--- config.mk ---
export PLATFORM = sky130hd
export DESIGN_NAME = adc_trig_seq
export DESIGN_NICKNAME = d
export VERILOG_FILES = /design/src/rtl/adc_trig_pkg.sv /design/src/rtl/adc_trig_pin_sync.sv /design/src/rtl/adc_trig_src_mux.sv /design/src/rtl/adc_trig_slot.sv /design/src/rtl/adc_trig_seq.sv
export SDC_FILE = /design/constraint.sdc
export NUM_CORES = 2
export LEC_CHECK = 0
export CAP_MARGIN = 10
export CORE_MARGIN = 3
export CORE_UTILIZATION = 64
export CTS_BUF_LIST = sky130_fd_sc_hd__clkbuf_8 sky130_fd_sc_hd__clkbuf_16
export DETAILED_ROUTE_END_ITERATION = 16
export DONT_BUFFER_PORTS = 1
export PLACE_DENSITY_LB_ADDON = 0.08
export SLEW_MARGIN = 10
export SYNTH_ARGS = -nofsm -noshare
export SYNTH_HDL_FRONTEND = slang
export SYNTH_SLANG_ARGS = --single-unit
--- constraint.sdc ---
create_clock -name clk -period 3.2 [get_ports clk]
set_clock_uncertainty 0.15 [all_clocks]
set_input_delay 0.8 -clock clk [delete_from_list [all_inputs] [get_ports clk]]
set_output_delay 0.8 -clock clk [all_outputs]
set_load 0.01 [all_outputs]
--- src/rtl/adc_trig_pkg.sv ---
package adc_trig_pkg;
  // control word layout
  localparam int CHF_W     = 4;
  localparam int CH_LSB    = 0;
  localparam int FEN_BIT   = 4;
  localparam int REN_BIT   = 5;
  localparam int DIV_LSB   = 6;
  localparam int DLY_LSB   = 8;
  localparam int DLY_W     = 8;
  localparam int SEL_LSB   = 16;
  localparam int SEL_W     = 8;
  localparam int EXT_LSB   = 24;
  localparam int EXT_W     = 8;
  localparam int CFG_W     = 32;
  localparam int SMP_W     = EXT_W + 1;
  localparam int PRE_W     = 4;

  // source codes
  localparam int SEL_PIN   = 1;
  localparam int SEL_EOC0  = 2;
  localparam int NUM_EOC   = 2;
  localparam int SEL_TMR0  = SEL_EOC0 + NUM_EOC;

  typedef enum logic [1:0] {
    SL_IDLE  = 2'd0,
    SL_DELAY = 2'd1,
    SL_REQ   = 2'd2
  } slot_st_e;

  // reload value of the delay prescaler: divider minus one
  function automatic logic [PRE_W-1:0] div_reload(input logic [1:0] code);
    case (code)
      2'd0:    return PRE_W'(0);
      2'd1:    return PRE_W'(1);
      2'd2:    return PRE_W'(3);
      default: return PRE_W'(15);
    endcase
  endfunction
endpackage

--- src/rtl/adc_trig_pin_sync.sv ---
module adc_trig_pin_sync (
  input  logic clk,
  input  logic rst_n,
  input  logic pin_i,
  output logic rise_o,
  output logic fall_o
);
  // sh[0], sh[1] synchronise; sh[2] is the previous synchronised value
  logic [2:0] sh_q;

  always_ff @(posedge clk or negedge rst_n) begin
    if (!rst_n) sh_q <= '0;
    else        sh_q <= {sh_q[1:0], pin_i};
  end

  assign rise_o =  sh_q[1] & ~sh_q[2];
  assign fall_o = ~sh_q[1] &  sh_q[2];
endmodule

--- src/rtl/adc_trig_src_mux.sv ---
module adc_trig_src_mux
  import adc_trig_pkg::*;
#(
  parameter int NUM_TMR = 4,
  parameter int NUM_PWM = 12
) (
  input  logic [SEL_W-1:0]   sel_i,
  input  logic               fen_i,
  input  logic               ren_i,
  input  logic               pin_rise_i,
  input  logic               pin_fall_i,
  input  logic [NUM_EOC-1:0] eoc_irq_i,
  input  logic [NUM_TMR-1:0] tmr_i,
  input  logic [NUM_PWM-1:0] pwm_i,
  output logic               hit_o
);
  localparam int SEL_PWM0 = SEL_TMR0 + NUM_TMR;

  always_comb begin
    hit_o = 1'b0;
    if (int'(sel_i) == SEL_PIN)
      hit_o = (pin_rise_i & ren_i) | (pin_fall_i & fen_i);
    for (int k = 0; k < NUM_EOC; k++)
      if (int'(sel_i) == SEL_EOC0 + k) hit_o = eoc_irq_i[k];
    for (int k = 0; k < NUM_TMR; k++)
      if (int'(sel_i) == SEL_TMR0 + k) hit_o = tmr_i[k];
    for (int k = 0; k < NUM_PWM; k++)
      if (int'(sel_i) == SEL_PWM0 + k) hit_o = pwm_i[k];
  end
endmodule

--- src/rtl/adc_trig_slot.sv ---
module adc_trig_slot
  import adc_trig_pkg::*;
#(
  parameter int CH_W = 5
) (
  input  logic             clk,
  input  logic             rst_n,
  input  logic             trig_i,
  input  logic [DLY_W-1:0] dly_i,
  input  logic [1:0]       div_i,
  input  logic [CH_W-1:0]  chan_i,
  input  logic [SMP_W-1:0] smp_i,
  input  logic             req_ready_i,
  input  logic             eoc_hit_i,
  output logic             req_valid_o,
  output logic [CH_W-1:0]  req_chan_o,
  output logic [SMP_W-1:0] req_smp_o,
  output logic             ovr_o,
  output logic             done_o
);
  slot_st_e         st_q;
  logic [DLY_W-1:0] cnt_q;
  logic [PRE_W-1:0] pre_q;
  logic [PRE_W-1:0] reload_q;
  logic [CH_W-1:0]  chan_q;
  logic [SMP_W-1:0] smp_q;
  logic             wait_q;
  logic             ovr_q;
  logic             done_q;

  always_ff @(posedge clk or negedge rst_n) begin
    if (!rst_n) begin
      st_q     <= SL_IDLE;
      cnt_q    <= '0;
      pre_q    <= '0;
      reload_q <= '0;
      chan_q   <= '0;
      smp_q    <= '0;
      wait_q   <= 1'b0;
      ovr_q    <= 1'b0;
      done_q   <= 1'b0;
    end else begin
      ovr_q  <= 1'b0;
      done_q <= 1'b0;
      if (eoc_hit_i && wait_q) begin
        done_q <= 1'b1;
        wait_q <= 1'b0;
      end
      unique case (st_q)
        SL_IDLE: begin
          if (trig_i) begin
            chan_q   <= chan_i;
            smp_q    <= smp_i;
            cnt_q    <= dly_i;
            reload_q <= div_reload(div_i);
            pre_q    <= div_reload(div_i);
            st_q     <= (dly_i == '0) ? SL_REQ : SL_DELAY;
          end
        end
        SL_DELAY: begin
          if (trig_i) ovr_q <= 1'b1;
          if (pre_q == '0) begin
            pre_q <= reload_q;
            cnt_q <= cnt_q - 1'b1;
            if (cnt_q == DLY_W'(1)) st_q <= SL_REQ;
          end else begin
            pre_q <= pre_q - 1'b1;
          end
        end
        SL_REQ: begin
          if (trig_i) ovr_q <= 1'b1;
          if (req_ready_i) begin
            st_q   <= SL_IDLE;
            wait_q <= 1'b1;
          end
        end
        default: st_q <= SL_IDLE;
      endcase
    end
  end

  assign req_valid_o = (st_q == SL_REQ);
  assign req_chan_o  = chan_q;
  assign req_smp_o   = smp_q;
  assign ovr_o       = ovr_q;
  assign done_o      = done_q;
endmodule

--- src/rtl/adc_trig_seq.sv ---
module adc_trig_seq
  import adc_trig_pkg::*;
#(
  parameter int NUM_CFG  = 16,
  parameter int NUM_FIX  = 3,
  parameter int NUM_TMR  = 4,
  parameter int NUM_PWM  = 12,
  parameter int BASE_SMP = 6,
  localparam int NSLOT   = NUM_CFG + NUM_FIX,
  localparam int IDX_W   = $clog2(NSLOT),
  localparam int CH_W    = $clog2(NSLOT)
) (
  input  logic                              clk,
  input  logic                              rst_n,
  input  logic                              conv_en,
  input  logic                              cfg_wr,
  input  logic [IDX_W-1:0]                  cfg_idx,
  input  logic [CFG_W-1:0]                  cfg_data,
  input  logic [NSLOT-1:0]                  sw_start,
  input  logic                              ext_pin,
  input  logic [NUM_EOC-1:0]                eoc_irq,
  input  logic [NUM_TMR-1:0]                tmr_ovf,
  input  logic [NUM_PWM-1:0]                pwm_trg,
  output logic [NSLOT-1:0]                  req_valid,
  input  logic [NSLOT-1:0]                  req_ready,
  output logic [NSLOT-1:0][CH_W-1:0]        req_chan,
  output logic [NSLOT-1:0][SMP_W-1:0]       req_smp,
  input  logic                              conv_eoc,
  input  logic [IDX_W-1:0]                  conv_eoc_slot,
  output logic [NSLOT-1:0]                  slot_overrun,
  output logic [NSLOT-1:0]                  slot_done
);
  logic pin_rise, pin_fall;

  adc_trig_pin_sync u_pin (
    .clk    (clk),
    .rst_n  (rst_n),
    .pin_i  (ext_pin),
    .rise_o (pin_rise),
    .fall_o (pin_fall)
  );

  for (genvar g = 0; g < NSLOT; g++) begin : g_slot
    logic             wr_me;
    logic             trig;
    logic [DLY_W-1:0] dly;
    logic [1:0]       dv;
    logic [CH_W-1:0]  ch;
    logic [EXT_W-1:0] ext_q;
    logic [SMP_W-1:0] smp;

    assign wr_me = cfg_wr && (cfg_idx == IDX_W'(g));
    assign smp   = SMP_W'(BASE_SMP) + SMP_W'(ext_q);

    if (g < NUM_CFG) begin : g_cfg
      logic [CHF_W-1:0] ch_q;
      logic             fen_q, ren_q;
      logic [1:0]       div_q;
      logic [DLY_W-1:0] dly_q;
      logic [SEL_W-1:0] sel_q;
      logic             hit;

      always_ff @(posedge clk or negedge rst_n) begin
        if (!rst_n) begin
          ch_q  <= '0;
          fen_q <= 1'b0;
          ren_q <= 1'b0;
          div_q <= '0;
          dly_q <= '0;
          sel_q <= '0;
          ext_q <= '0;
        end else if (wr_me) begin
          ch_q  <= cfg_data[CH_LSB  +: CHF_W];
          fen_q <= cfg_data[FEN_BIT];
          ren_q <= cfg_data[REN_BIT];
          div_q <= cfg_data[DIV_LSB +: 2];
          dly_q <= cfg_data[DLY_LSB +: DLY_W];
          sel_q <= cfg_data[SEL_LSB +: SEL_W];
          ext_q <= cfg_data[EXT_LSB +: EXT_W];
        end
      end

      adc_trig_src_mux #(
        .NUM_TMR (NUM_TMR),
        .NUM_PWM (NUM_PWM)
      ) u_mux (
        .sel_i      (sel_q),
        .fen_i      (fen_q),
        .ren_i      (ren_q),
        .pin_rise_i (pin_rise),
        .pin_fall_i (pin_fall),
        .eoc_irq_i  (eoc_irq),
        .tmr_i      (tmr_ovf),
        .pwm_i      (pwm_trg),
        .hit_o      (hit)
      );

      assign trig = conv_en & (sw_start[g] | hit);
      assign dly  = dly_q;
      assign dv   = div_q;
      assign ch   = CH_W'(ch_q);
    end else begin : g_fix
      always_ff @(posedge clk or negedge rst_n) begin
        if (!rst_n)     ext_q <= '0;
        else if (wr_me) ext_q <= cfg_data[EXT_LSB +: EXT_W];
      end

      assign trig = conv_en & sw_start[g];
      assign dly  = '0;
      assign dv   = 2'd0;
      assign ch   = CH_W'(g);
    end

    adc_trig_slot #(
      .CH_W (CH_W)
    ) u_slot (
      .clk         (clk),
      .rst_n       (rst_n),
      .trig_i      (trig),
      .dly_i       (dly),
      .div_i       (dv),
      .chan_i      (ch),
      .smp_i       (smp),
      .req_ready_i (req_ready[g]),
      .eoc_hit_i   (conv_eoc && (conv_eoc_slot == IDX_W'(g))),
      .req_valid_o (req_valid[g]),
      .req_chan_o  (req_chan[g]),
      .req_smp_o   (req_smp[g]),
      .ovr_o       (slot_overrun[g]),
      .done_o      (slot_done[g])
    );
  end
endmodule

==> Flow_metrics.wiki <==
{| class="wikitable"
! Metric !! Value
|-
| Run status || complete, but fails checks
|-
| Violations in the final reports || hold timing
|-
| Vias post-DR || 43257
|-
| Placeable core area || around 0.089 mm2
|-
| Hold slack || -20.4 ps
|-
| TritonCTS Buffers || 112
|-
| Top_reg_cell synth || sky130_fd_sc_hd__dfrtp_1
|-
| CP endpoint kind || register
|-
| Count of final setup violators || 0
|-
| Fin cells || about 6700
|-
| Worst Setup Path Type || reg2reg
|-
| Number of different library cells in the post-synthesis netlist || 111
|-
| Post-placement cell area || 0.0582 mm2
|-
| First-pass DRT Iterations || 6
|-
| Min cycle time layout || 3020 ps
|-
| Post-synthesis instance total || roughly 5600
|-
| First-pass GRT wire length || 241000 um
|-
| Synthesized cell area || 0.0574 mm2
|-
| PortBufs || 0
|-
| Final number of max-transition violations || 0
|-
| Area fraction in compound gates after synthesis || roughly 14%
|-
| Total die area || 0.0933 mm2
|-
| Cell type with the highest aggregate area in the netlist || sky130_fd_sc_hd__dfrtp_1
|-
| EDFF count, synth || 0
|-
| Congestion Overflow GR || 0
|-
| Maximum number of pins on one net before global-route repair || 1110
|-
| Net switching fraction of the power || 35.8%
|-
| Area growth from synthesis to layout || 8.71%
|-
| Num ports || 427
|-
| Xor/xnor cell area share of the yosys netlist || 1.53%
|-
| Comb pwr share || 29.4%
|-
| Horizontal extent of the die || a little over 300 um
|-
| DRC || 0
|-
| Overall fraction of global-route tracks in use || 32.8%
|-
| Avg WL per Cell || 23.1 um
|-
| Via count of the first global-routing pass || 41389
|-
| Post-detailed-routing wire length || 155000 um
|-
| Share of final-layout standard cells stronger than drive strength 1 || between 10% and 20%
|-
| NumNets Final || 5671
|-
| Worst-Skew Late Latency || 690 ps
|-
| Remaining max-slew budget at the tightest pin || 3.31%
|-
| Number of warning messages in the yosys log || 0
|-
| Initial antenna violation count || 13
|-
| # placed instances || roughly 6500
|-
| Highest clock frequency the design can meet || roughly 330 MHz
|-
| Buffer type at the clock tree root || sky130_fd_sc_hd__clkbuf_16
|-
| Setup TNS Final || 0 ps
|-
| Max-cap violation count || 0
|-
| Startpoint class of the critical path || register
|-
| Capturing element of the worst setup path || g_slot[6].u_slot.cnt_q[5]
|-
| Main combinational cell family by area after synthesis || compound AO/OA/AOI/OAI gates
|-
| Internal reg-to-reg setup slack || 180 ps
|-
| Final hold violation count || 4
|-
| Area share of the largest cell type after synthesis || 48.4%
|-
| Flop and latch count out of synthesis || 1109
|-
| Max Buffers Root-to-Sink || 3
|-
| Post-DRT Antenna Nets || 0
|-
| Areal power density over the cells || 831 mW/mm2
|-
| Sink Count || 1109
|-
| Vias/cell || 6.44
|-
| Post-Synthesis Mean Instance Area || 10.3 um2
|-
| Number of cells traversed by the worst register-to-register path || 8
|-
| Sequential area share after synthesis || 48.4%
|-
| P_int || 33.3 mW
|-
| Startpoint of the most critical setup path || g_slot[6].g_cfg.sel_q[0]
|-
| Worst R2R End || g_slot[6].u_slot.cnt_q[5]
|-
| Gpl congestion || 0.919
|-
| Maximum vdd ir drop || 0.517 mV
|-
| Site row count || 109
|-
| CTS HTree Levels || 3
|-
| CTS tree || built
|-
| Worst hold path class || in2async
|-
| Sequential power share || a little over two fifths
|-
| Required arrival time at the worst endpoint || 3650 ps
|-
| Synth area leaders || sky130_fd_sc_hd__dfrtp_1, sky130_fd_sc_hd__mux2_2, sky130_fd_sc_hd__o21ai_0, sky130_fd_sc_hd__nand2_1, sky130_fd_sc_hd__ha_1
|-
| Final std cell area, no fill || 0.0624 mm2
|-
| Max FO, Critical Path || 13
|-
| Die height || 305 um
|-
| Initial standard-cell utilization of the core || between 60% and 70%
|-
| Synth Area in Simple Gates || 14.1%
|-
| Measured slew at the worst slew-check pin || 1450 ps
|-
| Net load switching power || 18.6 mW
|-
| Initial detailed-routing violation count || between 4000 and 5000
|-
| Unrepaired setup endpoints after global routing || false
|-
| Leak Pwr || 27.6 nW
|-
| Power share of the clock group || a little over a quarter
|-
| Post-synthesis async set-or-reset flop share || 100%
|-
| Arrival time worst endpoint || 3470 ps
|-
| Mux share of post-synthesis cell area || 14.0%
|-
| Sum of net half-perimeters after detailed placement || 99200 um
|-
| Share of synthesized cell area in full adder, half adder and majority cells || 2.51%
|-
| Clock slew at the register clock pins of the worst setup and hold paths || 70 ps
|-
| Worst flop-to-flop path startpoint || g_slot[6].g_cfg.sel_q[0]
|-
| Final cycle utilization of the critical path || 94.3%
|}
[critical path, cell delays in order, from the launching register on]
cell and delay, ps:
sky130_fd_sc_hd__dfrtp_1 600, sky130_fd_sc_hd__mux2_2 380, sky130_fd_sc_hd__a2bb2oi_1 210, sky130_fd_sc_hd__o21bai_1 110, sky130_fd_sc_hd__a211oi_1 330, sky130_fd_sc_hd__a21o_1 380
sky130_fd_sc_hd__nand2_1 250, sky130_fd_sc_hd__a41o_1 290, sky130_fd_sc_hd__a211oi_1 220
[cell type report]
cell class                 count  area, um2
antenna                        6       15.0
clock buffer                 134       3120
clock inverter                78        853
fill                        6529      26300
inverter                     247        927
multi-input combinational   3834      26800
sequential                  1109      27800
tap                         1165       1460
timing repair buffer         148       1420
[worst min-delay path by stage]
stage	start	slack [ps]	cells after the start	to
after CTS	rst_n	-320	0	g_slot[8].u_slot.reload_q[2]
after detailed placement	u_pin.sh_q[0]	270	0	u_pin.sh_q[1]
after floorplan	u_pin.sh_q[0]	180	0	u_pin.sh_q[1]
after global placement	u_pin.sh_q[0]	280	0	u_pin.sh_q[1]
final	rst_n	-20	1	g_slot[12].u_slot.reload_q[1]
after global routing	req_ready[17]	30	1	g_slot[17].u_slot.st_q[1]
[per-stage QoR]
| stage | power, mW | setup slack (ps) | util, % |
|---|---|---|---|
| final | 51.8 | 182 | 70.4 |
| after global routing | 55.0 | 12.7 | 70.3 |
| after CTS | 51.6 | 179 | 70.1 |
| after detailed placement | 37.5 | 21.7 | 65.6 |
| after global placement | 36.9 | 56.0 | 65.6 |
| after floorplan | 33.7 | 145 | - |
[synth_stat cells, types with 89 or more instances]
library cell               count
sky130_fd_sc_hd__a21oi_1     224
sky130_fd_sc_hd__nor3_1      152
sky130_fd_sc_hd__ha_1        115
sky130_fd_sc_hd__buf_4        89
sky130_fd_sc_hd__o21ai_0     406
sky130_fd_sc_hd__dfrtp_1    1109
sky130_fd_sc_hd__nand3_1     128
sky130_fd_sc_hd__clkbuf_1    209
sky130_fd_sc_hd__nand2_1     536
sky130_fd_sc_hd__nor2_1      314
sky130_fd_sc_hd__mux2_2      636
sky130_fd_sc_hd__inv_1       240
[flip-flops by register name, summed over array words and instances (netlist names)]
register,flops
g_slot.dly,128
g_slot.dv,32
g_slot.ext_q,152
g_slot.g_cfg.ch_q,64
g_slot.g_cfg.fen_q,16
g_slot.g_cfg.ren_q,16
g_slot.g_cfg.sel_q,128
g_slot.u_slot.cnt_q,128
g_slot.u_slot.done_o,19
g_slot.u_slot.ovr_o,19
g_slot.u_slot.pre_q,64
g_slot.u_slot.reload_q,48
g_slot.u_slot.req_chan_o,67
g_slot.u_slot.req_smp_o,171
g_slot.u_slot.st_q,35
g_slot.u_slot.wait_q,19
u_pin.sh_q,3
[kinds of logic (layout without fill, tap and decap cells)]
logic type,count (synthesis),count (layout)
AO/OA/AOI/OAI,1244,1244
multiplexers,710,710
buffers and inverters,664,607
XOR/XNOR,100,100
flip-flops,1109,1109
AND/OR/NAND/NOR,1639,1639
adder cells (fa/ha/maj),115,115
other,1,32
[placed cells by master (no fill, tap or decap), types with 32 or more instances in the layout]
| master | instances |
|---|---|
| sky130_fd_sc_hd__o22ai_1 | 62 |
| sky130_fd_sc_hd__mux2i_1 | 58 |
| sky130_fd_sc_hd__nand2b_1 | 64 |
| sky130_fd_sc_hd__ha_1 | 115 |
| sky130_fd_sc_hd__nor2_1 | 310 |
| sky130_fd_sc_hd__nand3_1 | 128 |
| sky130_fd_sc_hd__xnor2_1 | 40 |
| sky130_fd_sc_hd__nand3b_1 | 40 |
| sky130_fd_sc_hd__a21oi_1 | 224 |
| sky130_fd_sc_hd__o21ai_0 | 405 |
| sky130_fd_sc_hd__xor2_1 | 60 |
| sky130_fd_sc_hd__nor3_1 | 150 |
| sky130_fd_sc_hd__o31ai_1 | 50 |
| sky130_fd_sc_hd__clkbuf_16 | 113 |
| sky130_fd_sc_hd__o2111ai_1 | 33 |
| sky130_fd_sc_hd__nor2b_1 | 56 |
| sky130_fd_sc_hd__buf_4 | 125 |
| sky130_fd_sc_hd__nor3b_1 | 42 |
| sky130_fd_sc_hd__nand4_1 | 50 |
| sky130_fd_sc_hd__a211oi_1 | 41 |
| sky130_fd_sc_hd__inv_1 | 262 |
| sky130_fd_sc_hd__nand2_1 | 536 |
| sky130_fd_sc_hd__and3_1 | 48 |
| sky130_fd_sc_hd__mux2_2 | 636 |
| sky130_fd_sc_hd__and2_1 | 33 |
| sky130_fd_sc_hd__nor4_1 | 55 |
| sky130_fd_sc_hd__dfrtp_1 | 1108 |
| sky130_fd_sc_hd__o211ai_1 | 32 |
[power groups by stage]
| stage | sequential, mW | combinational, mW | clock [mW] |
|---|---|---|---|
| 5_1_grt | 23.2 | 17.1 | 14.8 |
| 4_1_cts | 22.6 | 14.8 | 14.1 |
| 3_3_place_gp | 22.7 | 14.2 | 0 |
| 3_5_place_dp | 22.8 | 14.7 | 0 |
| 2_1_floorplan | 21.3 | 12.4 | 0 |
| 6_report | 22.7 | 15.2 | 13.9 |
[timing repair]
| item | CTS | global route |
|---|---|---|
| hold buffers | 1 | 2 |
| setup endpoints to repair | 0 | 6 |
| gates resized for setup | 0 | 2 |
| setup buffers | 0 | 0 |
| endpoints found under the hold margin | 1110 | 99 |
[per-layer routing]
metal  up-vias  track usage (%)  routed length, um
li1      19736                -                  -
met1     21603             45.8              65300
met2      1622             50.9              70800
met3       294             6.50              13100
met4         2             12.6               6000
met5         -                0                 13
(Power assumes the default switching activity.)
